File: src/rtl/bcs_pkg.sv
package bcs_pkg;
   localparam int CODE_W    = 3;
   localparam int MAX_SHIFT = 5;

   // Slow ratio exponent for a code; reserved codes fall back to ratio 1.
   function automatic logic [CODE_W-1:0] ratio_shift(input logic [CODE_W-1:0] code);
      return (int'(code) <= MAX_SHIFT) ? code : '0;
   endfunction
endpackage

File: src/rtl/bcs_activity.sv
module bcs_activity #(
   parameter int NUM_SRC    = 8,
   parameter int NUM_MST    = 8,
   parameter int JAM_THRESH = 3,
   parameter bit HAS_JAM    = 1'b1
) (
   input  logic [NUM_SRC-1:0] src_en_i,
   input  logic [NUM_SRC-1:0] act_i,
   input  logic               jam_en_i,
   input  logic [NUM_MST-1:0] master_act_i,
   output logic               fast_evt_o
);
   localparam int CNT_W = $clog2(NUM_MST + 1);

   logic src_hit;
   logic jam_hit;

   assign src_hit = |(src_en_i & act_i);

   generate
      if (HAS_JAM) begin : g_jam
         logic [CNT_W-1:0] n_act;
         always_comb begin
            n_act = '0;
            for (int i = 0; i < NUM_MST; i++) n_act = n_act + CNT_W'(master_act_i[i]);
         end
         assign jam_hit = jam_en_i && (int'(n_act) >= JAM_THRESH);
      end else begin : g_nojam
         logic unused_jam;
         assign unused_jam = jam_en_i ^ (^master_act_i);
         assign jam_hit    = 1'b0;
      end
   endgenerate

   assign fast_evt_o = src_hit | jam_hit;
endmodule

File: src/rtl/bcs_rate_sel.sv
module bcs_rate_sel #(
   parameter int HOLD_PULSES = 16
) (
   input  logic clk,
   input  logic rst_n,
   input  logic auto_slow_en_i,
   input  logic fast_evt_i,
   input  logic pulse_i,
   output logic want_slow_o
);
   localparam int HOLD_W = $clog2(HOLD_PULSES + 1);
   localparam logic [HOLD_W-1:0] HOLD_INIT = HOLD_W'(HOLD_PULSES);

   logic [HOLD_W-1:0] hold_q;

   always_ff @(posedge clk or negedge rst_n) begin
      if (!rst_n)                            hold_q <= HOLD_INIT;
      else if (!auto_slow_en_i || fast_evt_i) hold_q <= HOLD_INIT;
      else if (pulse_i && hold_q != '0)       hold_q <= hold_q - 1'b1;
   end

   assign want_slow_o = auto_slow_en_i && !fast_evt_i && (hold_q == '0);

   assert_hold_reload_R6: assert property (@(posedge clk) disable iff (!rst_n)
      fast_evt_i |=> hold_q == HOLD_INIT);
   assert_hold_step_R6: assert property (@(posedge clk) disable iff (!rst_n)
      (!pulse_i && auto_slow_en_i && !fast_evt_i) |=> $stable(hold_q));
endmodule

File: src/rtl/bcs_div_reg.sv
module bcs_div_reg #(
   parameter int DIV_W = 8
) (
   input  logic             clk,
   input  logic             rst_n,
   input  logic             wr_i,
   input  logic [DIV_W-1:0] data_i,
   input  logic             auto_clr_en_i,
   input  logic             wake_i,
   output logic [DIV_W-1:0] div_o
);
   localparam logic [DIV_W-1:0] ONE = DIV_W'(1);

   always_ff @(posedge clk or negedge rst_n) begin
      if (!rst_n)                      div_o <= ONE;
      else if (wr_i)                   div_o <= data_i;
      else if (auto_clr_en_i && wake_i) div_o <= ONE;
   end

   assert_wake_clear_R8: assert property (@(posedge clk) disable iff (!rst_n)
      (auto_clr_en_i && wake_i && !wr_i) |=> div_o == ONE);
   assert_write_wins_R9: assert property (@(posedge clk) disable iff (!rst_n)
      wr_i |=> div_o == $past(data_i));
   assert_wake_ignored_R8: assert property (@(posedge clk) disable iff (!rst_n)
      (!auto_clr_en_i && !wr_i) |=> $stable(div_o));
endmodule

File: src/rtl/bcs_divider.sv
module bcs_divider
   import bcs_pkg::*;
#(
   parameter int DIV_W = 8
) (
   input  logic              clk,
   input  logic              rst_n,
   input  logic [DIV_W-1:0]  div_i,
   input  logic [CODE_W-1:0] slow_code_i,
   input  logic              want_slow_i,
   output logic              pulse_o,
   output logic              slow_o
);
   localparam int PER_W = DIV_W + MAX_SHIFT + 1;

   logic [PER_W-1:0] cnt_q;
   logic [PER_W-1:0] per_q;
   logic [PER_W-1:0] eff;
   logic [PER_W-1:0] per_next;

   assign eff      = (div_i == '0) ? PER_W'(1) : PER_W'(div_i);
   assign per_next = want_slow_i ? (eff << ratio_shift(slow_code_i)) : eff;
   assign pulse_o  = (cnt_q == per_q - 1'b1);

   always_ff @(posedge clk or negedge rst_n) begin
      if (!rst_n) begin
         cnt_q  <= '0;
         per_q  <= PER_W'(1);
         slow_o <= 1'b0;
      end else if (pulse_o) begin
         cnt_q  <= '0;
         per_q  <= per_next;
         slow_o <= want_slow_i;
      end else begin
         cnt_q  <= cnt_q + 1'b1;
      end
   end

   assert_period_latched_R10: assert property (@(posedge clk) disable iff (!rst_n)
      !pulse_o |=> ($stable(per_q) && $stable(slow_o)));
   assert_period_nonzero_R2: assert property (@(posedge clk) disable iff (!rst_n)
      per_q != '0);
   assert_count_in_range_R10: assert property (@(posedge clk) disable iff (!rst_n)
      cnt_q < per_q);
endmodule

File: src/rtl/bus_clk_slowdown.sv
module bus_clk_slowdown
   import bcs_pkg::*;
#(
   parameter int DIV_W       = 8,
   parameter int NUM_SRC     = 8,
   parameter int NUM_MST     = 8,
   parameter int JAM_THRESH  = 3,
   parameter int HOLD_PULSES = 16,
   parameter bit HAS_JAM     = 1'b1
) (
   input  logic               clk,
   input  logic               rst_n,
   input  logic               div_wr_i,
   input  logic [DIV_W-1:0]   div_data_i,
   input  logic               auto_slow_en_i,
   input  logic [CODE_W-1:0]  slow_code_i,
   input  logic [NUM_SRC-1:0] src_en_i,
   input  logic [NUM_SRC-1:0] act_i,
   input  logic               jam_en_i,
   input  logic [NUM_MST-1:0] master_act_i,
   input  logic               auto_clr_en_i,
   input  logic               wake_irq_i,
   output logic               clk_en_o,
   output logic               slow_o,
   output logic [DIV_W-1:0]   base_div_o
);
   generate
      if (DIV_W < 1 || DIV_W > 24) begin : g_bad_div
         $error("DIV_W out of range");
      end
      if (NUM_SRC < 1) begin : g_bad_src
         $error("NUM_SRC must be positive");
      end
      if (HAS_JAM && (JAM_THRESH < 1 || JAM_THRESH > NUM_MST)) begin : g_bad_jam
         $error("JAM_THRESH must lie in 1..NUM_MST");
      end
      if (HOLD_PULSES < 1) begin : g_bad_hold
         $error("HOLD_PULSES must be positive");
      end
   endgenerate

   logic fast_evt;
   logic want_slow;

   bcs_activity #(
      .NUM_SRC(NUM_SRC), .NUM_MST(NUM_MST), .JAM_THRESH(JAM_THRESH), .HAS_JAM(HAS_JAM)
   ) u_activity (
      .src_en_i(src_en_i), .act_i(act_i), .jam_en_i(jam_en_i),
      .master_act_i(master_act_i), .fast_evt_o(fast_evt)
   );

   bcs_rate_sel #(.HOLD_PULSES(HOLD_PULSES)) u_rate (
      .clk(clk), .rst_n(rst_n), .auto_slow_en_i(auto_slow_en_i),
      .fast_evt_i(fast_evt), .pulse_i(clk_en_o), .want_slow_o(want_slow)
   );

   bcs_div_reg #(.DIV_W(DIV_W)) u_divreg (
      .clk(clk), .rst_n(rst_n), .wr_i(div_wr_i), .data_i(div_data_i),
      .auto_clr_en_i(auto_clr_en_i), .wake_i(wake_irq_i), .div_o(base_div_o)
   );

   bcs_divider #(.DIV_W(DIV_W)) u_div (
      .clk(clk), .rst_n(rst_n), .div_i(base_div_o), .slow_code_i(slow_code_i),
      .want_slow_i(want_slow), .pulse_o(clk_en_o), .slow_o(slow_o)
   );

   assert_no_slow_when_off_R4: assert property (@(posedge clk) disable iff (!rst_n)
      (!auto_slow_en_i && clk_en_o) |=> !slow_o);
   assert_fast_on_event_R6: assert property (@(posedge clk) disable iff (!rst_n)
      (fast_evt && clk_en_o) |=> !slow_o);
endmodule

File: config.mk
export PLATFORM = sky130hd
export DESIGN_NAME = bus_clk_slowdown
export DESIGN_NICKNAME = d
export VERILOG_FILES = /design/src/rtl/bcs_pkg.sv /design/src/rtl/bcs_activity.sv /design/src/rtl/bcs_rate_sel.sv /design/src/rtl/bcs_div_reg.sv /design/src/rtl/bcs_divider.sv /design/src/rtl/bus_clk_slowdown.sv
export SDC_FILE = /design/constraint.sdc
export NUM_CORES = 1
export LEC_CHECK = 0
export BUFFER_PORTS_ARGS = -buffer_cell sky130_fd_sc_hd__buf_2
export CORE_ASPECT_RATIO = 1.4
export CORE_MARGIN = 2
export CORE_UTILIZATION = 40
export DETAILED_ROUTE_END_ITERATION = 8
export PLACE_DENSITY_LB_ADDON = 0.15
export SLEW_MARGIN = 25
export SYNTH_ARGS = -nofsm -noshare
export SYNTH_HDL_FRONTEND = slang
export SYNTH_SLANG_ARGS = --single-unit
File: constraint.sdc
create_clock -name clk -period 4.4 [get_ports clk]
set_clock_uncertainty 0.2 [all_clocks]
set_input_delay 0.22 -clock clk [delete_from_list [all_inputs] [get_ports clk]]
set_output_delay 0.22 -clock clk [all_outputs]
set_load 0.02 [all_outputs]
==> Word-level counts from Yosys, hierarchy flattened <==
Cells that the tools add are included.
{ "totals": {"regBits": 42, "latch_bits": 0, "mem_bits_rw": 0, "rom_bits": 0, "inputBits": 42, "out_inout_bits": 10, "word_cells": 43, "n_memories": 0} }
{ "op_classes": {"addsub": 10, "n_mul": 0, "div": 0, "n_lt_le_gt_ge": 2, "n_eq_ne": 1, "shifts": 1, "mux": 8, "bitwise_logic": 2, "n_reduce_logical": 14} }
{ "op_table": {"columns": ["operator", "count"], "rows": [
  ["$mux 14", 2],
  ["$add 4x1->4", 6],
  ["$mux 8", 3],
  ["$add 14x1->14 const B", 1],
  ["$eq 14x14->1", 1],
  ["$shl 14x3->14", 1],
  ["$sub 14x1->14 const B", 1],
  ["$mux 5", 2],
  ["$and 8x8->8", 1],
  ["$logic_not 8->1", 1],
  ["$reduce_or 8->1", 1],
  ["$logic_and 1x1->1", 5],
  ["$logic_not 5->1", 1],
  ["$reduce_bool 5->1", 1],
  ["$sub 5x1->5 const B", 1],
  ["$ge 4x2->1 const B", 1],
  ["$reduce_bool 2->1", 2],
  ["$le 3x3->1 const B", 1],
  ["$mux 3", 1],
  ["$add 1x1->2", 1],
  ["$logic_not 1->1", 2],
  ["$logic_or 1x1->1", 1],
  ["$or 1x1->1", 1]
]} }

==> Depth between registers and ports, before layout <==
Gate-level depths: netlist of run 1.
{ "logic_depth": {"ltp_word": 14, "ltp_mapped": 15, "ltp_nobuf": 14} }

==> Cells and area by module <==
A second synthesis of run 1 with hierarchy kept.
{ "unflattened": {"hier_cells": 322, "hier_area_um2": 2980.4} }
{ "by_module_without_submodules": {"columns": ["module", "n_inst", "cells_per_inst", "area_per_inst_um2", "seq_area_each_um2"], "rows": [
  ["bcs_divider", 1, 236, 2110.8, 726.9],
  ["bcs_div_reg", 1, 27, 339.1, 201.4],
  ["bcs_rate_sel", 1, 28, 274.0, 126.4],
  ["bcs_activity", 1, 31, 256.5, 0.0]
]} }

==> Worst setup path after synthesis of run 1 <==
No wires, ideal clock.
{ "synth_path": {"path_type": "in2reg", "start": "input port master_act_i[0]", "end": "register u_div.per_q[5]", "setup_ns": 0.125, "arrival_ns": 3.352, "required_ns": 4.075, "slack_ns": 0.723, "stages": 13, "n_path_buf": 1, "path_cell_list": "ha_1 -> inv_1 -> fa_1 -> fa_1 -> fa_1 -> fa_1 -> nor2b_1 -> a31oi_1 -> o21ai_0 -> nand3_1 -> clkbuf_1 -> o21ai_0 -> mux2_2"} }
{ "synth_via": {"elab_chain_len": 14} }
{ "synth_rtl": {"columns": ["element", "line_no", "rtl"], "rows": [
  ["from (decl)", "bus_clk_slowdown.sv:20", "input logic [NUM_MST-1:0] master_act_i,"],
  ["$add 1x1->2", "bcs_activity.sv:25", "for (int i = 0; i < NUM_MST; i++) n_act = n_act + CNT_W'(master_act_i[i]);"],
  ["$add 4x1->4 (6 in a row)", "bcs_activity.sv:25", null],
  ["$ge 4x2->1", "bcs_activity.sv:27", "assign jam_hit = jam_en_i && (int'(n_act) >= JAM_THRESH);"],
  ["$logic_and 1x1->1", "bcs_activity.sv:27", null],
  ["$or 1x1->1", "bcs_activity.sv:35", "assign fast_evt_o = src_hit | jam_hit;"],
  ["$logic_not 1->1", "bcs_rate_sel.sv:22", "assign want_slow_o = auto_slow_en_i && !fast_evt_i && (hold_q == '0);"],
  ["$logic_and 1x1->1 (2 in a row)", "bcs_rate_sel.sv:22", null],
  ["$mux 14", "bcs_divider.sv:22", "assign per_next = want_slow_i ? (eff << ratio_shift(slow_code_i)) : eff;"],
  ["to (signal assigned)", "bcs_divider.sv:32", "per_q <= per_next;"],
  ["to (decl)", "bcs_divider.sv:17", "logic [PER_W-1:0] per_q;"]
]} }
Every way passes these cells.
A chain may end at the register's enable or synchronous reset.

==> Worst setup path after layout of run 1 <==
{ "layout_path": {"start": "input port master_act_i[0]", "end": "register u_div.per_q[2]"} }
The elaborated chain is that of the path after synthesis.

==> out/metrics.csv, run 1 <==
metric,value,unit
"Max stage delay cell, worst path",fa_1,
worst stage delay on the critical path,0.50,ns
worst endpoint required time,4.39,ns
data arrival time of the worst path,3.80,ns
Clock transition at path regs,0.08,ns
clk_lat worst skew,0.31,ns
Diodes inserted,0,
H-tree levels,2,
GPL Wtd Cong,0.850,
"Net Count, Synth",409,
Crit path top cell by count,fa_1,
relative slew slack,0.475,
"most common cell after layout, fill and taps aside",buf_2,
hold path depth,3,
gr usage total,0.193,
hpwl dp,5480,um
Post-Place Setup Slack,0.253,ns
first-pass GRT wire length,12800,um
final hold vios,0,
Reg2Reg Depth,10,
CP max FO,10,
total wire length,7290,um
pwr dens,227,nW/um2
ANT nets after route,0,
RSZ-0062 raised after global routing,no,
Max IR drop VDD,0.186,mV
CP endpoint kind,flip-flop,
TritonRoute pass-1 iters,4,
Reg2Reg Setup Slack,0.83,ns
Core Area,7360,um2
CTS resizes,0,
Max-Cap Viols,0,
Worst setup SP type,input pin,
Max Slew Vio Count,0,
CP Cell Sequence,buf_2 > ha_1 > inv_1 > fa_1 > fa_1 > fa_1 > fa_1 > nor2_1 > a31oi_1 > o21ai_0 > nand3_1 > or2_2 > a22oi_1 > o21ai_0,
syn_area_per_cell,8.47,um2
HP Class,input pin to flip-flop,
Top Ports,52,
final period utilization,0.865,
"flops & latches, synth",42,
Root Driver,clkbuf_8,
largest net degree at the start of global routing,43,
sequential area share after synthesis,0.349,
Max Freq,0.263,GHz
Die Span Y,107,um
min Tclk post-route,3.81,ns
CTS tree,yes,
Sink Count,42,
Max clock buf depth,2,
Post-synth EDFFs,0,
Wirelength per Cell,14.4,um
R2R Path End,u_div.per_q[0],
worst-margin pin slew,0.783,ns
vias per cell,5.45,
Worst Setup EP,u_div.per_q[2],
Yosys Warn Count,0,
post-synth design cell area,3030,um2
Mapped Cells,357,
CP Launch Point,master_act_i[0],
run status,"complete, no violations",
Die Area,8280,um2
share of cells above drive strength 1,0.190,
Async SR Flop Fraction,1.00,
Die Width,77.5,um
most frequent cells in the layout,"50 x buf_2, 43 x nand2_1, 39 x dfrtp_1, 30 x nor2_1, 28 x o21ai_0",
site row count,37,
Final Power,0.000802,W
final worst slack,0.592,ns
Setup-failing EPs final,0,
# nets final,461,
Static Leak,1.56,nW
fillers,702,
Residual DRC,0,
TNS Setup,0,ns
starting DRC count in detailed routing,126,
r2r startpoint,u_div.per_q[0],
Initial Utilization,0.411,
total global routing overflow,0,
DR vias,2765,
predominant post-synthesis flop cell,dfrtp_1,
CP Class,input pin to flip-flop,
CTS buffer count,5,
Buffers on Ports,51,
antenna violations before repair,0,
number of global-route vias before repair,2806,
P&R area growth vs syn,16.7,%
Yosys cell types,63,
-- worst min path at each step --
stage / end / slack, ns / start
final: u_divreg.div_o[5] / 0.06 / div_wr_i
after global routing: u_divreg.div_o[3] / 0.1 / div_wr_i
after CTS: u_divreg.div_o[3] / 0.04 / div_wr_i
after detailed placement: u_div.cnt_q[2] / 0.24 / rst_n
after global placement: u_div.cnt_q[2] / 0.23 / rst_n
after floorplan: u_div.cnt_q[0] / -0.28 / rst_n
-- registers in the layout (all words and copies together), names as in the netlist --
signal / count
u_div.cnt_q: 14
u_div.per_q: 14
u_div.slow_o: 1
u_divreg.div_o: 8
u_rate.hold_q: 5
-- metal layers --
| metal | routed length [um] | global-route usage | vias to the layer above |
|---|---|---|---|
| li1 | - | - | 1373 |
| met1 | 3000 | 0.209 | 1307 |
| met2 | 3770 | 0.362 | 72 |
| met3 | 304 | 0.0345 | 13 |
| met4 | 225 | 0.0893 | 0 |
| met5 | 0 | 0 | - |
-- synth_stat cells (2+ instances only) --
| library cell | n | area [um2] |
|---|---|---|
| clkbuf_1 | 10 | 37.5 |
| nand2b_1 | 4 | 25.0 |
| a21oi_1 | 13 | 65.1 |
| a31oi_1 | 2 | 12.5 |
| dfrtp_1 | 39 | 976 |
| nor2b_1 | 8 | 50.1 |
| buf_1 | 3 | 11.3 |
| fa_1 | 4 | 80.1 |
| and3_1 | 5 | 31.3 |
| or3_1 | 6 | 37.5 |
| a22o_1 | 3 | 26.3 |
| and2_1 | 3 | 18.8 |
| xor2_1 | 10 | 87.6 |
| mux2i_1 | 10 | 100 |
| a221oi_1 | 2 | 17.5 |
| a21o_1 | 3 | 22.5 |
| ha_1 | 6 | 75.1 |
| a22oi_1 | 4 | 30.0 |
| nand2_1 | 43 | 161 |
| dfstp_2 | 3 | 78.8 |
| mux2_2 | 6 | 67.6 |
| nor3_1 | 8 | 40.0 |
| nor4_1 | 5 | 31.3 |
| nor2_1 | 30 | 113 |
| or4_4 | 2 | 22.5 |
| o31ai_1 | 4 | 30.0 |
| a211oi_1 | 3 | 22.5 |
| a21boi_0 | 2 | 15.0 |
| nand4_1 | 4 | 25.0 |
| a2111oi_0 | 3 | 26.3 |
| buf_2 | 6 | 30.0 |
| o21ai_0 | 28 | 140 |
| nand3_1 | 13 | 65.1 |
| xnor2_1 | 17 | 149 |
| inv_1 | 17 | 63.8 |
-- final cells by class --
class	instances	area, um2	area share
Sequential cell	42	1050	0.299
Timing Repair Buffer	66	395	0.112
Clock inverter	2	13.8	0.00390
Tap cell	97	121	0.0344
Clock buffer	6	72.6	0.0206
Inverter	17	63.8	0.0181
Multi-Input combinational cell	277	1810	0.512
-- metrics by stage --
| step | hold slack, ns | instance area, um2 | cells | utilization |
|---|---|---|---|---|
| 2_1_floorplan | -0.276 | 3030 | 357 | - |
| 3_3_place_gp | 0.226 | 3340 | 489 | 0.454 |
| 3_5_place_dp | 0.236 | 3340 | 489 | 0.454 |
| 4_1_cts | 0.0387 | 3530 | 507 | 0.479 |
| 5_1_grt | 0.0955 | 3530 | 507 | 0.480 |
| 6_report | 0.0627 | 3530 | 507 | 0.480 |
-- cells by family (layout without fill, tap and decap cells) --
group | count (synthesis) | after routing | synth area share
and+or+nand+nor | 142 | 142 | 0.234
muxes | 16 | 16 | 0.0554
adders and majority gates | 10 | 10 | 0.0513
buffers and inverters | 38 | 91 | 0.0534
AOI/OAI and AO/OA | 82 | 82 | 0.179
DFF | 42 | 42 | 0.349
xor gates and xnor gates | 27 | 27 | 0.0782
-- worst max-delay path: cells and delay by family --
kind | cells | cell delay (ns)
AOI/OAI and AO/OA | 4 | 0.55
adders and majority gates | 5 | 2.02
buffers and inverters | 2 | 0.15
and+or+nand+nor | 3 | 0.84
-- power breakdown --
group          internal, W  switching, W  total (W)
clock             0.000112      0.000142   0.000254
sequential        0.000393     0.0000126   0.000405
combinational    0.0000660     0.0000763   0.000142
total             0.000571      0.000231   0.000802
-- what timing repair did --
item                                    CTS  global route
setup buffers                             0             0
hold buffers                             10             0
endpoints found under the setup margin    0             0
endpoints found under the hold margin    47             0
(Power assumes the default switching activity.)
==> run 2, diff against run 1 <==
GPL_TIMING_DRIVEN = 0   (was default)
==> run 2 against run 1 <==
Global-route usage down 0.36 points. Sequential share of layout area down 1.2 points. Die area unchanged. Critical path depth down 3. Core utilization up 2.1 points. Clock power up 46%. Sequential power about the same. Critical endpoint is now clk_en_o. Largest power group unchanged. Highest routed layer unchanged.
==> out/metrics.csv, run 2 (synthesis gave the netlist of run 1 again) <==
metric,value,unit
run status,"complete, no violations",
Logic pwr share,0.159,
CP Class,flip-flop to output pin,
switching power,0.000233,W
Setup-failing EPs final,0,
total global routing overflow,0,
TNS Setup,0,ns
Max-Cap Viols,0,
min Tclk post-route,4.03,ns
r2r startpoint,u_div.per_q[0],
Sw Ratio,0.252,
CTS tree,yes,
worst endpoint required time,3.98,ns
CP max FO,10,
Residual DRC,0,
Clock transition at path regs,0.09,ns
total wire length,7250,um
RSZ-0062 raised after global routing,no,
number of global-route vias before repair,2880,
Max Freq,0.248,GHz
HP Class,input pin to flip-flop,
hpwl dp,5460,um
Root Driver,clkbuf_8,
Max IR drop VDD,0.147,mV
Die Span Y,107,um
Buffers on Ports,49,
relative slew slack,0.525,
vias per cell,5.31,
DR vias,2794,
site row count,37,
gr usage total,0.190,
H-tree levels,2,
hold endpoint,u_divreg.div_o[6],
"most common cell after layout, fill and taps aside",buf_2,
worst-margin pin slew,0.706,ns
GPL Wtd Cong,0.837,
Die Area,8280,um2
hold path depth,4,
Post-Place Setup Slack,0.248,ns
Reg2Reg Depth,12,
Initial Utilization,0.411,
TritonRoute pass-1 iters,4,
largest net degree at the start of global routing,43,
Clock power frac,0.403,
antenna violations before repair,0,
R2R Path End,u_div.per_q[11],
Sink Count,42,
Placed Cells,503,
Max clock buf depth,2,
Seq pwr share,0.439,
worst min-delay path startpoint,wake_irq_i,
clk_lat worst skew,0.30,ns
CTS buffer count,5,
Max Slew Vio Count,0,
CP endpoint kind,output pin,
final worst slack,0.370,ns
Wirelength per Cell,13.8,um
CTS resizes,0,
most frequent cells in the layout,"54 x buf_2, 43 x nand2_1, 39 x dfrtp_1, 30 x nor2_1, 28 x o21ai_0",
ANT nets after route,0,
Core Area,7360,um2
Die Width,77.5,um
Worst setup SP type,flip-flop,
Reg2Reg Setup Slack,0.83,ns
share of cells above drive strength 1,0.186,
Finished Layout Cells,526,
Top Ports,52,
final hold vios,0,
Diodes inserted,0,
Largest regs,"u_div.cnt_q: 14 flops, u_div.per_q: 14 flops, u_divreg.div_o: 8 flops",
final period utilization,0.916,
P&R area growth vs syn,21.7,%
pwr dens,251,nW/um2
Static Leak,1.62,nW
first-pass GRT wire length,12900,um
starting DRC count in detailed routing,131,
Pint,0.000690,W
# nets final,480,
data arrival time of the worst path,3.61,ns
run 2: cell count changes in the layout (fill, tap and decap cells not counted):
cell	before	now
buf_1	0	3
buf_2	50	54
buf_4	6	2
buf_6	0	1
bufinv_16	0	2
clkbuf_1	1	10
clkinv_2	1	0
dlygate4sd3_1	10	15
run 2: how the worst max path moves through the flow:
stage / startpoint / endpoint / slack [ns]
6_report: u_div.per_q[0] / clk_en_o / 0.37
5_1_grt: u_div.per_q[0] / clk_en_o / 0.09
4_1_cts: u_div.per_q[0] / clk_en_o / 0.38
3_5_place_dp: master_act_i[0] / u_div.per_q[7] / 0.25
3_3_place_gp: master_act_i[0] / u_div.per_q[7] / 0.31
2_1_floorplan: master_act_i[0] / u_div.per_q[5] / 0.72
run 2: power groups by stage:
stage	combinational (W)	clock [W]	sequential, W
after CTS	0.000148	0.000390	0.000405
final	0.000146	0.000372	0.000405
after floorplan	0.0000763	0	0.000417
after detailed placement	0.000135	0	0.000412
after global placement	0.000132	0	0.000413
after global routing	0.000166	0.000403	0.000407
run 2: worst max-delay path, cell delays in order (launching register included):
cell and delay [ns]:
dfstp_2 0.52, buf_2 0.18, inv_1 0.08, ha_1 0.31, nor2b_1 0.22, a21o_1 0.18
a2111oi_0 0.39, o21ai_0 0.20, a211o_1 0.36, nor2_2 0.39, buf_2 0.30, buf_2 0.20
run 2: cell type report:
cell class              instances  area [um2]
flip-flops and latches         42        1050
clock buffers                   5        68.8
plain buffers                  21        97.6
multi-input cells             277        1810
repair buffers                 64         398
clock inverters                 3        68.8
inverters                      17        63.8
well taps                      97         121
fillers                       736        3680
run 2: per-stage QoR:
step | hold slack, ns | cell area [um2] | util | total power [W]
6_report | 0.180 | 3680 | 0.500 | 0.000923
5_1_grt | 0.229 | 3680 | 0.500 | 0.000976
4_1_cts | 0.182 | 3680 | 0.500 | 0.000943
3_5_place_dp | 0.231 | 3390 | 0.461 | 0.000547
3_3_place_gp | 0.226 | 3390 | 0.461 | 0.000544
2_1_floorplan | -0.276 | 3030 | - | 0.000493
run 2: what timing repair did:
item                                    4_1_cts  5_1_grt
buffers inserted                              0        0
hold buffers                                 15        0
endpoints found under the hold margin        47        0
endpoints found under the setup margin        0        0
run 2: metal layers:
| layer | GRT usage | wire (um) |
|---|---|---|
| met1 | 0.213 | 3010 |
| met4 | 0.0714 | 138 |
| met2 | 0.361 | 3820 |
| met5 | 0 | 0 |
| met3 | 0.0244 | 280 |
==> run 3, diff against run 2 <==
--- a/config.mk
+++ b/config.mk
@@ -7,4 +7,5 @@
 export LEC_CHECK = 0
 export BUFFER_PORTS_ARGS = -buffer_cell sky130_fd_sc_hd__buf_2
+export CAP_MARGIN = 10
 export CORE_ASPECT_RATIO = 1.4
 export CORE_MARGIN = 2
==> constraint.sdc (replaced) <==
create_clock -name clk -period 4.4 [get_ports clk]
set_clock_uncertainty 0.2 [all_clocks]
set_input_delay 0.22 -clock clk [delete_from_list [all_inputs] [get_ports clk]]
set_output_delay 0.22 -clock clk [all_outputs]
set_load 0.05 [all_outputs]
==> run 3 against run 2 <==
First-iteration DRC count rose by 9.9%. Global-route usage unchanged. Hold slack is essentially flat. Design area grew 0.14%. Clock power about the same. Register-to-register slack barely moved. Setup slack improved by 0.039 ns. Via count shrank 0.11%. Die area unchanged. Count of clock-buffer cells in the layout unchanged. Combinational power increased by 10%. Largest cell class unchanged. Largest power group unchanged.
==> out/metrics.csv, run 3 (synthesis gave the netlist of run 1 again) <==
metric,value,unit
run status,"complete, no violations",
hold path depth,4,
Root Driver,clkbuf_8,
Top Ports,52,
Max-Cap Viols,0,
largest net degree at the start of global routing,43,
P&R area growth vs syn,21.9,%
Max Slew Vio Count,0,
Die Width,77.5,um
Post-Place Setup Slack,0.248,ns
Buffers on Ports,49,
Static Leak,1.62,nW
Largest regs,"u_div.cnt_q: 14 flops, u_div.per_q: 14 flops, u_divreg.div_o: 8 flops",
Reg2Reg Depth,12,
CP Class,flip-flop to output pin,
Diodes inserted,0,
final worst slack,0.409,ns
site row count,37,
Initial Utilization,0.411,
Worst setup SP type,flip-flop,
H-tree levels,2,
final worst hold slack,0.181,ns
CTS buffer count,5,
worst stage delay on the critical path,0.52,ns
CP endpoint kind,output pin,
starting DRC count in detailed routing,144,
# nets final,480,
fillers,735,
Core Area,7360,um2
pwr dens,254,nW/um2
Max Freq,0.251,GHz
Sink Count,42,
Die Area,8280,um2
"most common cell after layout, fill and taps aside",buf_2,
"Max stage delay cell, worst path",dfstp_2,
Clock transition at path regs,0.09,ns
CP max FO,10,
final hold vios,0,
total global routing overflow,0,
TNS Setup,0,ns
relative slew slack,0.518,
hpwl dp,5460,um
Reg area,1050,um2
GPL Wtd Cong,0.837,
data arrival time of the worst path,3.57,ns
min Tclk post-route,3.99,ns
most frequent cells in the layout,"54 x buf_2, 43 x nand2_1, 39 x dfrtp_1, 30 x nor2_1, 28 x o21ai_0",
total wire length,7210,um
vias per cell,5.31,
Setup-failing EPs final,0,
Residual DRC,0,
Die Span Y,107,um
gr usage total,0.190,
Post-CTS Setup Bufs,0,
clk_lat worst skew,0.30,ns
Wirelength per Cell,13.7,um
final period utilization,0.907,
worst-margin pin slew,0.716,ns
RSZ-0062 raised after global routing,no,
ANT nets after route,0,
antenna violations before repair,0,
area occupied by multi-input gates,1810,um2
Max clock buf depth,2,
Placed Area,3390,um2
number of global-route vias before repair,2880,
TritonRoute pass-1 iters,4,
post-route cell area,3690,um2
first-pass GRT wire length,12900,um
HP Class,input pin to flip-flop,
share of cells above drive strength 1,0.186,
Crit path top cell by count,buf_2,
DR vias,2791,
CTS tree,yes,
CP Cell Sequence,buf_2 > inv_1 > ha_1 > nor2b_1 > a21o_1 > a2111oi_0 > o21ai_0 > a211o_1 > nor2_4 > buf_2 > buf_2,
worst endpoint required time,3.98,ns
Max IR drop VDD,0.166,mV
run 3: cell counts in the layout (fill, tap and decap cells not counted):
Identical to the previous run, type by type.
run 3: timing repair:
item / in CTS / in global routing
hold buffers: 15 / 0
setup endpoints to repair: 0 / 1
hold endpoints to repair: 47 / 0
gates resized for setup: 0 / 1
run 3: worst paths after layout:
path                                endpoint             start  slack (ns)
setup / recovery                    clk_en_o    u_div.per_q[0]        0.41
hold / removal             u_divreg.div_o[6]        wake_irq_i        0.18
setup reg to reg             u_div.per_q[11]    u_div.per_q[0]        0.84
hold reg to reg             u_rate.hold_q[4]  u_rate.hold_q[4]        0.29
max in group asynchronous   u_rate.hold_q[4]             rst_n        3.38
min in group asynchronous     u_div.cnt_q[9]             rst_n        0.24
run 3: critical path: cells and delay by family (launching register included):
kind	cells	cell delay, ns
buffers and inverters	4	0.82
and+or+nand+nor	2	0.48
adders and majority gates	1	0.31
AOI/OAI and AO/OA	4	1.14
DFF	1	0.52
run 3: final cells by class:
cell class,count,share of cell area
multi-input cells,277,0.492
flip-flops and latches,42,0.286
repair buffers,64,0.108
well taps,97,0.0329
plain buffers,21,0.0265
clock buffers,5,0.0187
clock inverters,3,0.0187
inverters,17,0.0173
run 3: metal layers:
metal  vias up  routed length (um)  track usage
met5         -                   0            0
met4         0                 138       0.0714
met3        12                 267       0.0244
met2        82                3810        0.361
met1      1291                3000        0.213
li1       1406                   -            -
run 3: metrics by stage:
stage,instances,util,power [W]
finish,526,0.501,0.000938
CTS,526,0.500,0.000957
global route,526,0.501,0.000991
floorplan,357,-,0.000508
detailed placement,503,0.461,0.000562
global placement,503,0.461,0.000559
run 3: power by group:
part,switching [W],leakage [nW],internal (W)
Clock,0.000144,0.0683,0.000228
Combinational,0.0000913,1.06,0.0000700
Sequential,0.0000122,0.499,0.000393
